--- src/rtl/dp_pkg.sv ---
package dp_pkg;
    typedef enum logic [2:0] {
        ALU_ADD = 3'd0,
        ALU_SUB = 3'd1,
        ALU_AND = 3'd2,
        ALU_OR  = 3'd3,
        ALU_EQ  = 3'd4
    } alu_op_e;

    typedef enum logic [1:0] {
        RES_ALU  = 2'd0,
        RES_MEM  = 2'd1,
        RES_RET  = 2'd2,
        RES_ALT  = 2'd3
    } res_sel_e;
endpackage

--- src/rtl/dp_regfile.sv ---
module dp_regfile #(
    parameter int XLEN = 32,
    parameter int NREG = 32,
    localparam int AW = $clog2(NREG)
) (
    input  logic            clk,
    input  logic            rst_n,
    input  logic [AW-1:0]   rd_a_idx,
    input  logic [AW-1:0]   rd_b_idx,
    output logic [XLEN-1:0] rd_a_val,
    output logic [XLEN-1:0] rd_b_val,
    input  logic            wr_en,
    input  logic [AW-1:0]   wr_idx,
    input  logic [XLEN-1:0] wr_val
);
    logic [XLEN-1:0] row_q [NREG];
    logic [XLEN-1:0] row_d [NREG];

    always_comb begin
        row_d = row_q;
        if (wr_en) begin
            row_d[wr_idx] = wr_val;
        end
    end

    for (genvar g = 0; g < NREG; g++) begin : g_row
        always_ff @(posedge clk) begin
            if (!rst_n) begin
                row_q[g] <= '0;
            end else begin
                row_q[g] <= row_d[g];
            end
        end
    end

    // reads see the value held before this cycle's write
    assign rd_a_val = row_q[rd_a_idx];
    assign rd_b_val = row_q[rd_b_idx];
endmodule

--- src/rtl/dp_immext.sv ---
module dp_immext #(
    parameter int XLEN  = 32,
    parameter int IMM_W = 16
) (
    input  logic [IMM_W-1:0] raw,
    input  logic             signed_mode,
    output logic [XLEN-1:0]  ext
);
    localparam int PAD = XLEN - IMM_W;

    always_comb begin
        if (signed_mode) begin
            ext = {{PAD{raw[IMM_W-1]}}, raw};
        end else begin
            ext = {{PAD{1'b0}}, raw};
        end
    end
endmodule

--- src/rtl/dp_alu.sv ---
module dp_alu
    import dp_pkg::*;
#(
    parameter int XLEN = 32
) (
    input  alu_op_e         op,
    input  logic [XLEN-1:0] opa,
    input  logic [XLEN-1:0] opb,
    output logic [XLEN-1:0] res,
    output logic            same
);
    always_comb begin
        same = (opa == opb);
        unique case (op)
            ALU_ADD: res = opa + opb;
            ALU_SUB: res = opa - opb;
            ALU_AND: res = opa & opb;
            ALU_OR:  res = opa | opb;
            ALU_EQ:  res = {{(XLEN-1){1'b0}}, same};
            default: res = '0;
        endcase
    end
endmodule

--- src/rtl/dp_core.sv ---
module dp_core
    import dp_pkg::*;
#(
    parameter int XLEN  = 32,
    parameter int NREG  = 32,
    parameter int IMM_W = 16,
    localparam int AW   = $clog2(NREG)
) (
    input  logic             clk,
    input  logic             rst_n,
    input  logic [AW-1:0]    src_a_addr,
    input  logic [AW-1:0]    src_b_addr,
    input  logic [AW-1:0]    dst_addr,
    input  logic [IMM_W-1:0] imm_field,
    input  logic             imm_signed,
    input  logic             use_imm,
    input  logic [2:0]       alu_op,
    input  logic [1:0]       res_sel,
    input  logic             rf_we,
    input  logic [XLEN-1:0]  mem_rdata,
    input  logic [XLEN-1:0]  ret_addr,
    output logic [XLEN-1:0]  mem_addr,
    output logic [XLEN-1:0]  mem_wdata,
    output logic             cmp_eq
);
    typedef struct packed {
        logic [XLEN-1:0] opa;   // first source holder
        logic [XLEN-1:0] opb;   // second source holder
        logic [XLEN-1:0] res;   // ALU result / address holder
        logic [XLEN-1:0] sto;   // store data holder
        logic [XLEN-1:0] ret;   // value to retire
    } stage_t;

    stage_t st_d, st_q;

    logic [XLEN-1:0] rf_a_val, rf_b_val;
    logic [XLEN-1:0] imm_ext;
    logic [XLEN-1:0] alu_b;
    logic [XLEN-1:0] alu_res;
    logic            alu_same;

    dp_regfile #(.XLEN(XLEN), .NREG(NREG)) u_rf (
        .clk      (clk),
        .rst_n    (rst_n),
        .rd_a_idx (src_a_addr),
        .rd_b_idx (src_b_addr),
        .rd_a_val (rf_a_val),
        .rd_b_val (rf_b_val),
        .wr_en    (rf_we),
        .wr_idx   (dst_addr),
        .wr_val   (st_q.ret)
    );

    dp_immext #(.XLEN(XLEN), .IMM_W(IMM_W)) u_imm (
        .raw         (imm_field),
        .signed_mode (imm_signed),
        .ext         (imm_ext)
    );

    assign alu_b = use_imm ? imm_ext : st_q.opb;

    dp_alu #(.XLEN(XLEN)) u_alu (
        .op   (alu_op_e'(alu_op)),
        .opa  (st_q.opa),
        .opb  (alu_b),
        .res  (alu_res),
        .same (alu_same)
    );

    always_comb begin
        st_d     = st_q;
        st_d.opa = rf_a_val;
        st_d.opb = rf_b_val;
        st_d.res = alu_res;
        st_d.sto = st_q.opb;
        unique case (res_sel_e'(res_sel))
            RES_MEM: st_d.ret = mem_rdata;
            RES_RET: st_d.ret = ret_addr;
            default: st_d.ret = st_q.res;
        endcase
    end

    always_ff @(posedge clk) begin
        if (!rst_n) begin
            st_q <= '0;
        end else begin
            st_q <= st_d;
        end
    end

    assign mem_addr  = st_q.res;
    assign mem_wdata = st_q.sto;
    assign cmp_eq    = alu_same;
endmodule

--- config.mk ---
export PLATFORM = sky130hd
export DESIGN_NAME = dp_core
export DESIGN_NICKNAME = d
export VERILOG_FILES = /design/src/rtl/dp_pkg.sv /design/src/rtl/dp_regfile.sv /design/src/rtl/dp_immext.sv /design/src/rtl/dp_alu.sv /design/src/rtl/dp_core.sv
export SDC_FILE = /design/constraint.sdc
export NUM_CORES = 2
export LEC_CHECK = 0
export BUFFER_PORTS_ARGS = -buffer_cell sky130_fd_sc_hd__buf_2
export CORE_MARGIN = 5
export CORE_UTILIZATION = 63
export CTS_CLUSTER_SIZE = 24
export DETAILED_ROUTE_END_ITERATION = 12
export PLACE_DENSITY_LB_ADDON = 0.1
export SYNTH_ARGS = -nofsm -noshare
export SYNTH_HDL_FRONTEND = slang
export SYNTH_SLANG_ARGS = --single-unit
--- constraint.sdc ---
create_clock -name clk -period 4.8 [get_ports clk]
set_clock_uncertainty 0.15 [all_clocks]
set_input_delay 0.72 -clock clk [delete_from_list [all_inputs] [get_ports clk]]
set_output_delay 0.72 -clock clk [all_outputs]
set_load 0.02 [all_outputs]
==> out/results.ini <==
[run]
maxCapViolCount=0

[route]
wl_mm=227
drt_iter0_drc=7408
drc=0
routedWlPerCell_um=28.2
dr_total_vias=53600
first_pass_iters=6
ant_nets=0
vias_per_cell=6.66

[pwr]
p_per_area_nw_per_um2=316
irDropWorstVdd_v=0.000317
power_mw=22.2
leakage_nw=23.8

[worst_hold_path]
hp-start=mem_rdata[29]
hold_path_class=in -> reg

[place]
io_buffers=169
dp_hpwl_mm=141
dpl_cell_area_sq_um=65900
place_congestion=0.967

[sta]
hold_viol_final=0
finalSetupTns_ns=0
slew_headroom=0.131
tightest_slew_ns=1.30
finalMaxSlewViolations=0
fin_hold_ws_ns=0.228
final.period_utilization=0.907
fmax_mhz=230
setup_viol=0
finalCriticalPeriod_ns=4.35
rsz0062_at_grt=no

[synthesis]
synth_top_area_share=0.371
synth.largest_area_cell=dfxtp_1
async_flop_share=0
synth_edf_count=0
synth_area_sq_um=63900
yosysWarnings=0
synth_cell_type_count=68
synthFlopType=dfxtp_1
seq_area_frac_synth=0.371
ys_seq_elements=1184
synthCells=6768
syn_area_per_cell_sq_um=9.44
synthTopCellsByArea=dfxtp_1, mux4_2, nand2_1
syn-num-nets=6972

[grt]
grtUsageTotal=0.412
antenna_found_initial=13
grt_pass1_vias=51400
grt_remaining_overflow=0
grt_max_degree=184
grt_pass1_wl_mm=332

[cells_and_area]
multi_input_area_sq_um=37200
final_common_cell=nand2_1
fin_nets=6788
syn_to_final_growth_pct=10.3
design_area_sq_um=70500
final_cell_mix=nand2_1, dfxtp_1, a21boi_0
drive_above_1_share=0.200
regArea_sq_um=23700
fill_cells=7643

[floorplanning]
rows=116
die_h_um=328
coreArea_sq_um=100000
pin_count=170
die_x_um=328
dieArea_sq_um=108000
initial_core_util=0.636

[cts]
cts_sinks=1184
root_buffer=clkbuf_16
h-tree-depth=4
max-clock-path-buffers=3
cts_hold_buf=0
cts_setup_buffers=0
cts.clk_slew.worst_paths_ns=0.06
cts_tree=yes
clk_latency_ns=0.75
cts_resized=0
cts_made_buffers=130

[worst_setup_path]
worst_path_largest_cell_delay_ns=0.38
r2r_slack_ns=1.00
end_kind=primary output
cp-endpoint=cmp_eq
critPathKind=in -> out
critPathTopFamily=simple AND/OR/NAND/NOR gates
slowest_stage=or3_1
crit_path_start_kind=primary input
crit_arrival_ns=3.48
cp.required_ns=3.93
path_buf_inv=5
path_cells=buf_2 -> buf_12 -> and2_1 -> buf_12 -> nor2_1 -> inv_1 -> ha_1 -> nor4_1 -> nand2_1 -> or3_1 -> nor3_1 -> buf_2
cp_num_cells=12
rr_startpoint=st_d[32]$_SDFF_PN0_
crit_path_start=use_imm
cp_max_fo=22
reg2reg_depth=14
r2r_end=mem_addr[24]$_SDFF_PN0_

[run_status]
status=complete, no violations

## final cells by class
cell class                 instances  share of cell area
clock inverter                    52             0.00902
inverter                         101             0.00538
sequential                      1184               0.336
antenna                            5            0.000178
timing repair buffer             385              0.0409
multi-input combinational       4782               0.529
clock buffer                     186              0.0555
tap                             1357              0.0241
## per-layer routing
metal	vias to the layer above	part of all wire	global-route usage
met4	8	0.053	0.192
li1	23100	-	-
met5	-	0.00022	0
met3	800	0.14	0.137
met2	3516	0.44	0.629
met1	26200	0.37	0.535
## cells by family (layout without fill, tap and decap cells)
| group | after synthesis | in the layout | synth area share |
|---|---|---|---|
| AND/OR/NAND/NOR | 2569 | 2569 | 0.161 |
| AO/OA/AOI/OAI | 1369 | 1369 | 0.156 |
| flip-flops | 1184 | 1184 | 0.371 |
| buffers and inverters | 802 | 724 | 0.0511 |
| multiplexers | 730 | 730 | 0.240 |
| adder cells (fa/ha/maj) | 99 | 99 | 0.0196 |
| XOR/XNOR | 15 | 15 | 0.00206 |
| other | 0 | 5 | 0 |
## metrics by stage
step,setup WS [ns],std cells,util
CTS,0.488,8047,0.701
detailed placement,0.241,7809,0.656
finish,0.445,8052,0.702
global route,0.193,8049,0.702
floorplan,0.471,6768,-
global placement,0.326,7809,0.656
## worst register-to-register path, cell delays in order (launching register included)
cell	delay, ns
dfxtp_1	0.33
mux2i_1	0.11
inv_1	0.11
ha_1	0.17
inv_1	0.07
fa_1	0.46
nor2b_1	0.16
o21ai_0	0.24
a21oi_1	0.15
o41ai_2	0.63
and2_1	0.26
o21ai_1	0.17
a211oi_1	0.29
mux2_2	0.37
nand3_1	0.08
## registers in the layout, summed over array words and instances (netlist names)
signal and cells:
mem_addr 32, st_d 32, mem_wdata 32, st_q 64, u_rf.row_q 1024
## synthesized netlist by cell type (5+ instances only)
cell and count:
a22oi_1 34, or3b_2 5, buf_1 56, o22ai_1 8
ha_1 97, mux2i_1 88, nor4_1 11, or3_1 7
and2_1 71, nand2b_1 8, a21oi_1 102, nor3_1 21
inv_1 101, o21bai_1 10, o211ai_1 6, nor2b_1 71
mux4_2 640, buf_4 64, dfxtp_1 1184, and3_1 8
nor2_1 156, o221ai_1 12, o31ai_1 12, a31oi_1 7
a21boi_0 1027, a221oi_1 10, buf_2 10, nand3_1 16
a221o_1 8, xnor2_1 13, a21o_1 18, nor3b_1 5
nand3b_1 5, nand4_1 6, o21ai_0 82, clkbuf_1 570
nand2_1 2167
## report_power, final
group	internal (mW)	total (mW)	switching, mW	leakage [nW]
Clock	6.29	10.6	4.30	2.24
Sequential	9.87	9.90	0.0367	9.54
Combinational	0.620	1.75	1.13	12.0
## worst min path at each step
stage | end | slack [ns] | depth (start not counted)
after detailed placement | mem_wdata[8]$_SDFF_PN0_ | 0.30 | 1
final | st_q[29]$_SDFF_PN0_ | 0.23 | 4
after global routing | st_q[21]$_SDFF_PN0_ | 0.25 | 4
after floorplan | mem_wdata[0]$_SDFF_PN0_ | 0.28 | 1
after global placement | mem_wdata[8]$_SDFF_PN0_ | 0.30 | 1
after CTS | st_q[29]$_SDFF_PN0_ | 0.21 | 4
No activity file was read; power rests on OpenSTA's default activity.
